### src/rtl/clkgen_pkg.sv
package clkgen_pkg;
  localparam int CTL_W     = 8;
  localparam int SEL_LSB   = 0;
  localparam int SEL_W     = 4;
  localparam int EN_BIT    = 4;
  localparam int DIVW_W    = 32;
  localparam int INT_LSB   = 12;
  localparam int FIXED_SRC = 4;

  typedef struct packed {
    logic             en;
    logic [SEL_W-1:0] sel;
  } ctl_t;

  function automatic ctl_t decode_ctl(input logic [CTL_W-1:0] w);
    ctl_t c;
    c.en  = w[EN_BIT];
    c.sel = w[SEL_LSB +: SEL_W];
    return c;
  endfunction
endpackage

### src/rtl/clkgen_rst_sync.sv
module clkgen_rst_sync (
  input  logic clk,
  input  logic rst_n,
  output logic rst_n_sync
);
  logic meta_q;

  always_ff @(posedge clk or negedge rst_n) begin
    if (!rst_n) begin
      meta_q     <= 1'b0;
      rst_n_sync <= 1'b0;
    end else begin
      meta_q     <= 1'b1;
      rst_n_sync <= meta_q;
    end
  end
endmodule

### src/rtl/clkgen_src_select.sv
module clkgen_src_select #(
  parameter int NUM_SRC = 10,
  parameter int SEL_W   = 4
) (
  input  logic [NUM_SRC-1:0] srcs,
  input  logic [SEL_W-1:0]   sel,
  output logic               sel_pulse
);
  always_comb begin
    sel_pulse = 1'b0;
    for (int i = 1; i < NUM_SRC; i++) begin
      if (sel == SEL_W'(i)) sel_pulse = srcs[i];
    end
  end
endmodule

### src/rtl/clkgen_phase_acc.sv
module clkgen_phase_acc #(
  parameter int INT_W  = 4,
  parameter int FRAC_W = 4,
  localparam int DV_W  = (INT_W + FRAC_W > 0) ? INT_W + FRAC_W : 1
) (
  input  logic            clk,
  input  logic            rst_n,
  input  logic            en,
  input  logic            clr,
  input  logic            step,
  input  logic [DV_W-1:0] div_val,
  output logic            pulse_q
);
  generate
    if (INT_W + FRAC_W == 0) begin : g_pass
      logic unused_pass;
      assign unused_pass = ^{clr, div_val};

      always_ff @(posedge clk or negedge rst_n) begin
        if (!rst_n) pulse_q <= 1'b0;
        else        pulse_q <= en & step;
      end
    end else begin : g_acc
      localparam int ACC_W = INT_W + FRAC_W + 1;
      localparam logic [ACC_W-1:0] UNIT = ACC_W'(1) << FRAC_W;

      logic [ACC_W-1:0] acc_q, acc_d, sum, dv;
      logic             pulse_d;

      always_comb begin
        dv      = {1'b0, div_val};
        sum     = acc_q + UNIT;
        acc_d   = acc_q;
        pulse_d = 1'b0;
        if (!en || clr || dv == '0) begin
          acc_d = '0;
        end else if (step) begin
          if (dv <= UNIT) begin
            pulse_d = 1'b1;
            acc_d   = '0;
          end else if (sum >= dv) begin
            pulse_d = 1'b1;
            acc_d   = sum - dv;
          end else begin
            acc_d   = sum;
          end
        end
      end

      always_ff @(posedge clk or negedge rst_n) begin
        if (!rst_n) begin
          acc_q   <= '0;
          pulse_q <= 1'b0;
        end else begin
          acc_q   <= acc_d;
          pulse_q <= pulse_d;
        end
      end
    end
  endgenerate
endmodule

### src/rtl/clkgen_fracdiv.sv
module clkgen_fracdiv #(
  parameter int INT_W    = 4,
  parameter int FRAC_W   = 4,
  parameter int INST_SRC = 6
) (
  input  logic                       clk,
  input  logic                       rst_n,
  input  logic                       osc_en,
  input  logic [1:0]                 tdbg_en,
  input  logic [INST_SRC-1:0]        inst_en,
  input  logic [clkgen_pkg::CTL_W-1:0]  ctl_word,
  input  logic [clkgen_pkg::DIVW_W-1:0] div_word,
  output logic                       clk_en_out,
  output logic                       busy
);
  import clkgen_pkg::*;

  localparam int NUM_SRC = FIXED_SRC + INST_SRC;
  localparam int DV_W    = (INT_W + FRAC_W > 0) ? INT_W + FRAC_W : 1;

  logic             rst_sync_n;
  ctl_t             ctl;
  logic [NUM_SRC-1:0] srcs;
  logic             sel_pulse;
  logic [SEL_W-1:0] sel_q;
  logic             sel_chg;
  logic [DV_W-1:0]  div_val;
  logic             unused_bits;

  assign ctl     = decode_ctl(ctl_word);
  assign srcs    = {inst_en, tdbg_en, osc_en, 1'b0};
  assign sel_chg = (ctl.sel != sel_q);

  generate
    if (INT_W + FRAC_W == 0) begin : g_nodiv
      assign div_val     = '0;
      assign unused_bits = ^{ctl_word[CTL_W-1:EN_BIT+1], div_word};
    end else begin : g_div
      assign div_val     = div_word[INT_LSB+INT_W-1 : INT_LSB-FRAC_W];
      assign unused_bits = ^{ctl_word[CTL_W-1:EN_BIT+1],
                             div_word[DIVW_W-1:INT_LSB+INT_W],
                             div_word[INT_LSB-FRAC_W-1:0]};
    end
  endgenerate

  clkgen_rst_sync u_rst (
    .clk        (clk),
    .rst_n      (rst_n),
    .rst_n_sync (rst_sync_n)
  );

  clkgen_src_select #(.NUM_SRC(NUM_SRC), .SEL_W(SEL_W)) u_sel (
    .srcs      (srcs),
    .sel       (ctl.sel),
    .sel_pulse (sel_pulse)
  );

  clkgen_phase_acc #(.INT_W(INT_W), .FRAC_W(FRAC_W)) u_acc (
    .clk     (clk),
    .rst_n   (rst_sync_n),
    .en      (ctl.en),
    .clr     (sel_chg),
    .step    (sel_pulse),
    .div_val (div_val),
    .pulse_q (clk_en_out)
  );

  always_ff @(posedge clk or negedge rst_sync_n) begin
    if (!rst_sync_n) begin
      sel_q <= '0;
      busy  <= 1'b0;
    end else begin
      sel_q <= ctl.sel;
      busy  <= ctl.en;
    end
  end
endmodule

### config.mk
export PLATFORM = sky130hd
export DESIGN_NAME = clkgen_fracdiv
export DESIGN_NICKNAME = d
export VERILOG_FILES = /design/src/rtl/clkgen_pkg.sv /design/src/rtl/clkgen_rst_sync.sv /design/src/rtl/clkgen_src_select.sv /design/src/rtl/clkgen_phase_acc.sv /design/src/rtl/clkgen_fracdiv.sv
export SDC_FILE = /design/constraint.sdc
export NUM_CORES = 1
export LEC_CHECK = 0
export BUFFER_PORTS_ARGS = -buffer_cell sky130_fd_sc_hd__buf_2
export CORE_ASPECT_RATIO = 1.5
export CORE_MARGIN = 2
export CORE_UTILIZATION = 48
export DETAILED_ROUTE_END_ITERATION = 12
export PLACE_DENSITY = 0.79
export SLEW_MARGIN = 20
export SYNTH_ARGS = -nofsm -noshare
export SYNTH_HDL_FRONTEND = slang
export SYNTH_SLANG_ARGS = --single-unit
### constraint.sdc
create_clock -name clk -period 0.8 [get_ports clk]
set_input_delay 0.08 -clock clk [delete_from_list [all_inputs] [get_ports clk]]
set_output_delay 0.08 -clock clk [all_outputs]
set_load 0.05 [all_outputs]
==> impl_metrics.csv, run 1 <==
group,metric,value,unit
die,start_util,50.0,%
power,comb_power_share,27.5,%
cells_and_area,nets,280,
global_route,grt_pass1_vias,1563,
critical_path,cp-end-kind,"flop",
die,dieArea,0.00324,mm^2
die,die_h,68.7,um
synth,postSynthAreaPerCell,9.63,um^2
detailed_routing,route.detailed.drc,0,
run_status,status,"finished, violations left",
detailed_routing,num_vias,1443,
synth,seq_area_frac_synth,31.8,%
synth,netlist_instances,139,
run_status,violations,"negative setup slack",
power,vdd_drop_max,0.00116,V
synth,synthFlopType,"dfrtp_1",
global_route,grt_start_max_net_pins,11,
cells_and_area,final_cell_mix,"buf_4 (43), buf_2 (23), dfrtp_1 (17)",
power,power_leakage,1.02,nW
timing,timing.fmax,423,MHz
clocking,clk_latency,250,ps
critical_path,worstPathRequired,990,ps
power,clkPwrFrac,30.1,%
timing,hold_viol,0,
critical_path,cp-start-kind,"flop",
detailed_routing,ant_nets,0,
timing,finClkSkew,5.19,ps
die,dieWidth,47.1,um
detailed_routing,routed_wl,4180,um
power,power_frac_seq,42.3,%
clocking,clk_pin_slew_worst_paths,60,ps
detailed_routing,route.detailed.vias_per_inst,5.66,
clocking,clock-root-buffer,"clkbuf_8",
placed_design,dpl_worst_slack,-1620,ps
power,switching_share,27.2,%
die,core-area,0.00268,mm^2
timing,setup_viol,12,
timing,slew_violations,0,
placed_design,dp_hpwl,3170,um
global_route,overflow,0,
timing,fin_ws,-1570,ps
cells_and_area,areaGrowthSynthToFinish,56.9,%
critical_path,crit_start,"u_acc.g_acc.acc_q[4]",
detailed_routing,firstDrtPassIters,4,
power,pwr_density_cell,1000,mW/mm^2
power,intPower,1.53,mW
critical_path,critical_path_class,"flop to flop",
critical_path,r2r_cells,10,
timing,fin_crit_sh,296,%
die,io_pins,53,
cells_and_area,fin_util,78.5,%
placed_design,dp_cells,240,
clocking,clockBufferDepth,2,
timing,period_needed,2370,ps
synth,synth_fp_nets,200,
worst_hold_path,hold_class,"input port to flop",
synth,postSynthRegisterBits,17,
synth,synth-edff-count,0,
placed_design,gp_congestion,0.839,
die,num_rows,23,
timing,rsz0062_at_grt,"true",
placed_design,port_buffers,25,
detailed_routing,wl_per_cell,16.4,um
cells_and_area,final_common_cell,"buf_4",
critical_path,r2r_start,"u_acc.g_acc.acc_q[4]",
worst_hold_path,holdPathStages,1,
clocking,htreeDepth,1,
synth,synth.distinct_cells,51,
global_route,grt_pass1_wl,6620,um
critical_path,worstPathArrival,2550,ps
clocking,cts_tree,"yes",
synth,synthArstFlopShare,100,%
timing,fin_hold_ws,11.0,ps
critical_path,crit_fanout,4,
cells_and_area,drive_gt1_share,50.9,%
global_route,groute.usage.overall,29.3,%
worst_hold_path,hp-start,"ctl_word[3]",
cells_and_area,antenna_cells,0,
detailed_routing,drt_first_iter_violations,60,
cells_and_area,stdcell_count,255,
synth,yosysWarnings,0,
global_route,antenna_found_initial,0,
synth,syn_area,0.00134,mm^2
clocking,cts-buffers-inserted,3,
clocking,cts_num_sinks,17,
power,switchingPower,573,uW
flow_run,max_cap_viol_count,0,
timing,setup_tns,-15170,ps
worst max-delay path: stages, from the launching register on:
cell and delay, ps:
dfrtp_1 420, ha_2 200, xor2_1 160, ha_1 330, nand4_1 160, o21ba_4 250
nand3_2 80, buf_6 130, nor2_4 40, or3_1 380, a21oi_2 140
worst paths after layout:
kind	to	slack, ps
max	u_acc.g_acc.acc_q[2]	-1570
min	sel_q[3]	10
max reg2reg	u_acc.g_acc.acc_q[2]	-1570
min reg2reg	u_acc.g_acc.acc_q[6]	160
max in group asynchronous	sel_q[2]	470
min in group asynchronous	u_rst.rst_n_sync	140
what timing repair did:
item	in CTS	in global routing
pin swaps	13	7
endpoints found under the setup margin	12	12
buffers inserted	5	2
resized for setup	23	7
endpoints found under the hold margin	5	0
hold buffers	4	0
state kept, by name, summed over array words and instances, names as in the netlist:
| register | cells |
|---|---|
| u_rst.rst_n_sync | 1 |
| u_rst.meta_q | 1 |
| sel_q | 4 |
| busy | 1 |
| u_acc.g_acc.acc_q | 9 |
| u_acc.pulse_q | 1 |
per-layer routing:
layer / vias up / part of all wire (%) / global-route usage [%]
met5: - / 0 / 0
met4: 0 / 3.4 / 16.0
met3: 19 / 3.9 / 4.95
met2: 49 / 57 / 55.5
met1: 704 / 36 / 28.3
li1: 671 / - / -
cell usage after synthesis, drive strengths merged (4+ instances only):
master | instances | area share [%]
a21o | 4 | 2.2
a21oi | 11 | 4.4
dfrtp | 17 | 32
ha | 9 | 8.4
inv | 15 | 4.2
nand2 | 8 | 2.2
nand2b | 4 | 2.1
nand3 | 4 | 1.5
nand4 | 4 | 1.9
nor2 | 6 | 1.7
or3 | 4 | 1.9
xnor2 | 5 | 3.3
logic make-up (layout without fill, tap and decap cells):
logic type / Yosys count / in the layout / share of synthesized area, %
AO/OA/AOI/OAI: 41 / 41 / 26.0
XOR/XNOR: 8 / 8 / 5.23
adder cells (fa/ha/maj): 10 / 10 / 9.91
buffers and inverters: 16 / 95 / 4.58
flip-flops: 17 / 17 / 31.8
multiplexers: 5 / 5 / 4.77
other: 1 / 1 / 0.280
AND/OR/NAND/NOR: 41 / 41 / 17.5
power groups by stage:
stage | Clock [mW] | Combinational, mW | Sequential (mW)
final | 0.633 | 0.579 | 0.890
after global routing | 0.686 | 0.623 | 0.890
after global placement | 0 | 0.481 | 0.903
after detailed placement | 0 | 0.507 | 0.904
after floorplan | 0 | 0.254 | 0.922
after CTS | 0.643 | 0.562 | 0.889
metrics by stage:
step	cell area, um^2	power, mW
floorplan	1380	1.18
global placement	1840	1.38
detailed placement	1840	1.41
CTS	2060	2.09
global route	2100	2.20
finish	2100	2.10
layout make-up:
type | instances | area [um^2]
timing repair buffer | 76 | 546
sequential | 17 | 425
fill | 171 | 576
clock buffer | 4 | 45.0
tap | 37 | 46.3
inverter | 15 | 56.3
multi-input combinational | 106 | 982
(Power assumes the default switching activity.)
==> run 2, diff against run 1 <==
--- a/config.mk
+++ b/config.mk
@@ -6,7 +6,6 @@
 export NUM_CORES = 1
 export LEC_CHECK = 0
 export BUFFER_PORTS_ARGS = -buffer_cell sky130_fd_sc_hd__buf_2
-export CORE_ASPECT_RATIO = 1.5
 export CORE_MARGIN = 2
 export CORE_UTILIZATION = 48
 export DETAILED_ROUTE_END_ITERATION = 12
==> run 2 against run 1 <==
The run still ends with negative setup slack left. Worst hold slack improved by 35 ps. Maximum frequency rose by 1.7%. Clock-buffer cell count fell by 1. First-iteration DRC count fell by 55%. Sequential power rose by 0.7%. Flip-flop and latch count did not move. Global-route usage fell by 4.3 points. Core utilization rose by 1.0 points. Combinational power rose by 3%. Critical path depth fell by 1.
==> impl_metrics.csv, run 2 (synthesized netlist as in run 1, its figures left out) <==
group,metric,value,unit
run_status,status,"finished, violations left",
run_status,violations,"negative setup slack",
die,io_pins,53,
global_route,overflow,0,
cells_and_area,nets,278,
timing,timing.fmax,430,MHz
detailed_routing,drt-met1-wl,1660,um
global_route,grt_pass1_wl,6320,um
placed_design,port_buffers,25,
clocking,cts_num_sinks,17,
timing,setup_tns,-14780,ps
critical_path,cpLargestDelayFamily,"adder cells",
die,start_util,49.4,%
cells_and_area,regArea,428,um^2
worst_hold_path,hold_class,"input port to flop",
detailed_routing,route.detailed.vias_per_inst,5.67,
flow_run,max_cap_viol_count,0,
placed_design,dpl_worst_slack,-1620,ps
power,vdd_drop_max,0.00150,V
clocking,clk_latency,300,ps
cells_and_area,drive_gt1_share,55.1,%
detailed_routing,firstDrtPassIters,4,
placed_design,dp_cells,230,
critical_path,cp_num_buf_inv,0,
detailed_routing,drt_first_iter_violations,27,
critical_path,worstPathRequired,1000,ps
detailed_routing,route.met3.wl,116,um
timing,setup_viol,12,
timing,fin_hold_ws,45.6,ps
clocking,cts_tree,"yes",
cells_and_area,antenna_cells,0,
placed_design,dp_hpwl,2900,um
die,num_rows,19,
timing,fin_ws,-1530,ps
detailed_routing,routed.top_layer,"met4",
detailed_routing,num_vias,1400,
detailed_routing,route.detailed.drc,0,
cells_and_area,regMostFlops,"u_acc.g_acc.acc_q",
cells_and_area,multiInputGateArea,0.00105,mm^2
timing,finClkSkew,18.6,ps
critical_path,worstPathArrival,2530,ps
placed_design,gp_congestion,0.863,
placed_design,post_dp_cell_area,0.00182,mm^2
cells_and_area,areaGrowthSynthToFinish,60.9,%
critical_path,path_cells,"ha_4 > xor2_1 > ha_1 > nand4_1 > o21ba_4 > nand3_4 > or2_4 > mux2i_1 > a221o_1",
cells_and_area,largest_register_ffs,9,
global_route,grt_start_max_net_pins,11,
critical_path,cp-end-kind,"flop",
detailed_routing,routed_wl,4080,um
detailed_routing,wl_met2,2200,um
die,dieArea,0.00323,mm^2
critical_path,cpPeakStageDelay,480,ps
cells_and_area,stdcell_area,0.00215,mm^2
timing,period_needed,2330,ps
cells_and_area,filler_cell_count,175,
cells_and_area,final_common_cell,"buf_4",
critical_path,slowest_stage,"dfrtp_2",
die,die_h,56.8,um
timing,rsz0062_at_grt,"true",
critical_path,crit_fanout,5,
global_route,groute.usage.overall,25.0,%
critical_path,critical_path_class,"flop to flop",
cells_and_area,stdcell_count,247,
clocking,clock-root-buffer,"clkbuf_4",
detailed_routing,ant_nets,0,
cells_and_area,reg_top3,"u_acc.g_acc.acc_q (9), sel_q (4)",
global_route,grt_pass1_vias,1446,
timing,fin_crit_sh,291,%
clocking,clockBufferDepth,2,
clocking,clk_pin_slew_worst_paths,110,ps
die,dieWidth,56.8,um
die,core-area,0.00271,mm^2
global_route,antenna_found_initial,0,
cells_and_area,final_cell_mix,"buf_4 (37), buf_2 (23), dfrtp_1 (15)",
detailed_routing,wl_per_cell,16.5,um
clocking,htreeDepth,1,
timing,slew_violations,0,
clocking,cts-buffers-inserted,3,
timing,hold_viol,0,
critical_path,cp-start-kind,"flop",
power,power_leakage,1.01,nW
power,pwr_density_cell,913,mW/mm^2
## run 2: changes by cell type in the layout (fill, tap and decap cells not counted), moves of 3 or more
cell | previous run | this run
buf_4 | 43 | 37
clkbuf_4 | 0 | 3
ha_4 | 1 | 4
inv_1 | 14 | 11
buf_6 | 6 | 9
clkbuf_8 | 3 | 0
## run 2: area by class of cell
class                           count  share of cell area, %
Multi-Input combinational cell    106                   48.6
Timing Repair Buffer               74                   25.7
Sequential cell                    17                   19.9
Inverter                           15                   2.73
Tap cell                           31                   1.80
Clock buffer                        3                   1.05
Clock inverter                      1                  0.232
## run 2: final timing paths
kind	start	to	slack [ps]	cells past startpoint
max in group asynchronous	u_rst.rst_n_sync	sel_q[2]	310	1
worst min-delay path	ctl_word[0]	sel_q[0]	50	2
min in group asynchronous	rst_n	u_rst.meta_q	90	2
worst max register to register	u_acc.g_acc.acc_q[4]	u_acc.g_acc.acc_q[6]	-1530	9
worst min register to register	u_rst.rst_n_sync	u_acc.g_acc.acc_q[6]	110	0
worst max-delay path	u_acc.g_acc.acc_q[4]	u_acc.g_acc.acc_q[6]	-1530	9
## run 2: routing by layer
metal  GRT usage, %  vias up
li1               -      663
met3           5.30       14
met5              0        -
met1           29.5      689
met4           7.31        0
met2           45.3       34
## run 2: stage by stage
stage	utilization (%)	total power, mW
final	79.5	1.97
after global routing	79.5	2.07
after CTS	75.2	1.94
after detailed placement	67.0	1.40
after global placement	67.0	1.37
after floorplan	-	1.18
## run 2: repair_timing
action	CTS	global route
endpoints found under the hold margin	5	0
hold buffers	4	0
setup endpoints to repair	12	12
gates resized for setup	32	15
pin swaps	20	15
buffers inserted	2	9
## run 2: report_power, final
group / switching (mW) / internal (mW) / total, mW / leakage, nW
registers: 0.0175 / 0.878 / 0.896 / 0.218
clock network: 0.289 / 0.186 / 0.475 / 0.0177
logic: 0.282 / 0.315 / 0.597 / 0.773
total: 0.588 / 1.38 / 1.97 / 1.01
==> run 3, diff against run 2 <==
--- a/config.mk
+++ b/config.mk
@@ -8,6 +8,7 @@
 export BUFFER_PORTS_ARGS = -buffer_cell sky130_fd_sc_hd__buf_2
 export CORE_MARGIN = 2
 export CORE_UTILIZATION = 48
+export CTS_BUF_LIST = sky130_fd_sc_hd__clkbuf_8 sky130_fd_sc_hd__clkbuf_16
 export DETAILED_ROUTE_END_ITERATION = 12
 export PLACE_DENSITY = 0.79
 export SLEW_MARGIN = 20
==> run 3 against run 2 <==
Combinational power shrank 4.5%. Critical endpoint unchanged. Clock skew down 11 ps. Clock-buffer cell count unchanged. Critical path depth stayed put. Core utilization down 2.8 points. Maximum frequency increased by 0.81%. Clock power is 35% higher. Highest routed layer unchanged. The run still ends with negative setup slack left. Routed wire length is 2.9% lower. Via count down 2.7%. Final cell count decreased by 2.8%. Sequential share of layout area up 0.73 points. Flip-flop and latch count unchanged.
==> impl_metrics.csv, run 3 (synthesized netlist as in run 1, its figures left out) <==
group,metric,value,unit
global_route,groute.usage.overall,25.6,%
cells_and_area,regMostFlops,"u_acc.g_acc.acc_q",
placed_design,dp_cells,230,
worst_hold_path,hold_class,"input port to flop",
run_status,status,"finished, violations left",
cells_and_area,final_common_cell,"buf_4",
clocking,clock-root-buffer,"clkbuf_8",
placed_design,gp_congestion,0.863,
die,dieArea,0.00323,mm^2
timing,period_needed,2310,ps
die,io_pins,53,
cells_and_area,final_cell_mix,"buf_4 (35), buf_2 (23), dfrtp_1 (15)",
global_route,grt_pass1_vias,1457,
clocking,cts-buffers-inserted,3,
power,comb_power_share,27.0,%
run_status,violations,"negative setup slack",
timing,hold_viol,0,
critical_path,critical_path_class,"flop to flop",
die,die_h,56.8,um
detailed_routing,num_vias,1362,
timing,fin_hold_ws,8.24,ps
clocking,clockBufferDepth,2,
timing,setup_viol,12,
detailed_routing,routed_wl,3960,um
cells_and_area,nets,271,
die,dieWidth,56.8,um
critical_path,cp-end-kind,"flop",
power,pwr_density_cell,1010,mW/mm^2
clocking,cts_tree,"yes",
cells_and_area,largest_register_ffs,9,
power,switchingPower,589,uW
timing,timing.fmax,434,MHz
detailed_routing,drt_first_iter_violations,46,
clocking,cts_num_sinks,17,
cells_and_area,areaGrowthSynthToFinish,55.2,%
cells_and_area,antenna_cells,0,
placed_design,dp_hpwl,2900,um
timing,rsz0062_at_grt,"true",
detailed_routing,route.detailed.vias_per_inst,5.68,
detailed_routing,route.detailed.drc,0,
cells_and_area,drive_gt1_share,53.1,%
die,start_util,49.4,%
cells_and_area,stdcell_count,240,
cells_and_area,reg_top3,"u_acc.g_acc.acc_q (9), sel_q (4)",
detailed_routing,firstDrtPassIters,4,
detailed_routing,wl_per_cell,16.5,um
clocking,clk_latency,260,ps
timing,finClkSkew,7.86,ps
detailed_routing,ant_nets,0,
cells_and_area,fin_util,76.7,%
power,clkPwrFrac,30.5,%
global_route,grt_pass1_wl,6380,um
die,core-area,0.00271,mm^2
power,intPower,1.52,mW
power,vdd_drop_max,0.00128,V
critical_path,worstPathRequired,940,ps
timing,slew_violations,0,
global_route,grt_start_max_net_pins,11,
global_route,overflow,0,
global_route,antenna_found_initial,0,
power,switching_share,27.9,%
flow_run,max_cap_viol_count,0,
clocking,htreeDepth,1,
critical_path,cp-start-kind,"flop",
cells_and_area,filler_cell_count,188,
clocking,clk_pin_slew_worst_paths,70,ps
die,num_rows,19,
timing,fin_ws,-1510,ps
timing,fin_crit_sh,288,%
critical_path,crit_fanout,5,
placed_design,port_buffers,25,
power,power_leakage,0.971,nW
critical_path,worstPathArrival,2450,ps
power,power_frac_seq,42.5,%
[run 3: changes by cell type in the layout (fill, tap and decap cells not counted), moves of 2 or more]
cell,change
buf_4,-2
buf_6,-4
clkbuf_4,-3
clkbuf_8,+3
[run 3: per-layer routing]
layer	share of wire, %	GRT usage, %	wire length, um	vias to the layer above
li1	-	-	-	649
met1	40	29.8	1580	668
met5	0	0	0	-
met2	54	45.8	2150	33
met4	2.4	8.64	94	0
met3	3.5	5.99	137	12
[run 3: final timing paths]
path | endpoint | slack (ps) | depth (start not counted) | startpoint
min in group asynchronous | u_acc.g_acc.acc_q[6] | 120 | 0 | u_rst.rst_n_sync
max in group asynchronous | sel_q[2] | 320 | 1 | u_rst.rst_n_sync
min reg2reg | u_acc.g_acc.acc_q[6] | 120 | 0 | u_rst.rst_n_sync
max reg2reg | u_acc.g_acc.acc_q[6] | -1510 | 9 | u_acc.g_acc.acc_q[4]
max | u_acc.g_acc.acc_q[6] | -1510 | 9 | u_acc.g_acc.acc_q[4]
min | sel_q[3] | 8 | 1 | ctl_word[3]
[run 3: area by class of cell]
| type | instances | area [um^2] | area share, % |
|---|---|---|---|
| Tap cell | 31 | 38.8 | 1.87 |
| Clock buffer | 3 | 41.3 | 1.99 |
| Timing Repair Buffer | 67 | 484 | 23.3 |
| Clock inverter | 1 | 5.00 | 0.241 |
| Inverter | 15 | 56.3 | 2.71 |
| Multi-Input combinational cell | 106 | 1020 | 49.3 |
| Sequential cell | 17 | 428 | 20.6 |
[run 3: worst max-delay path: stages (launching register included)]
cell	delay, ps
dfrtp_2	450
ha_4	180
xor2_1	150
ha_1	300
nand4_1	120
o21ba_4	180
nand3_4	80
or2_4	290
mux2i_1	130
a221o_1	300
[run 3: through the flow]
step	setup slack [ps]	instance area, um^2	power [mW]	TNS, ps
2_1_floorplan	-1520	1380	1.18	-13540
3_3_place_gp	-1500	1820	1.37	-13970
3_5_place_dp	-1620	1820	1.40	-14740
4_1_cts	-1490	2040	2.10	-14360
5_1_grt	-1590	2080	2.22	-15400
6_report	-1510	2080	2.11	-14640
[run 3: power by group through the flow]
stage	registers, mW	clock network, mW	logic [mW]
floorplan	0.922	0	0.254
global placement	0.908	0	0.467
detailed placement	0.910	0	0.489
CTS	0.896	0.662	0.544
global route	0.898	0.712	0.614
finish	0.896	0.643	0.570
[run 3: what timing repair did]
| item | in CTS | in global routing |
|---|---|---|
| endpoints found under the setup margin | 12 | 12 |
| setup buffers | 3 | 1 |
| hold buffers | 3 | 0 |
| resized for setup | 31 | 6 |
| pin swaps | 24 | 9 |
| cloned | 0 | 0 |
| hold endpoints to repair | 4 | 0 |
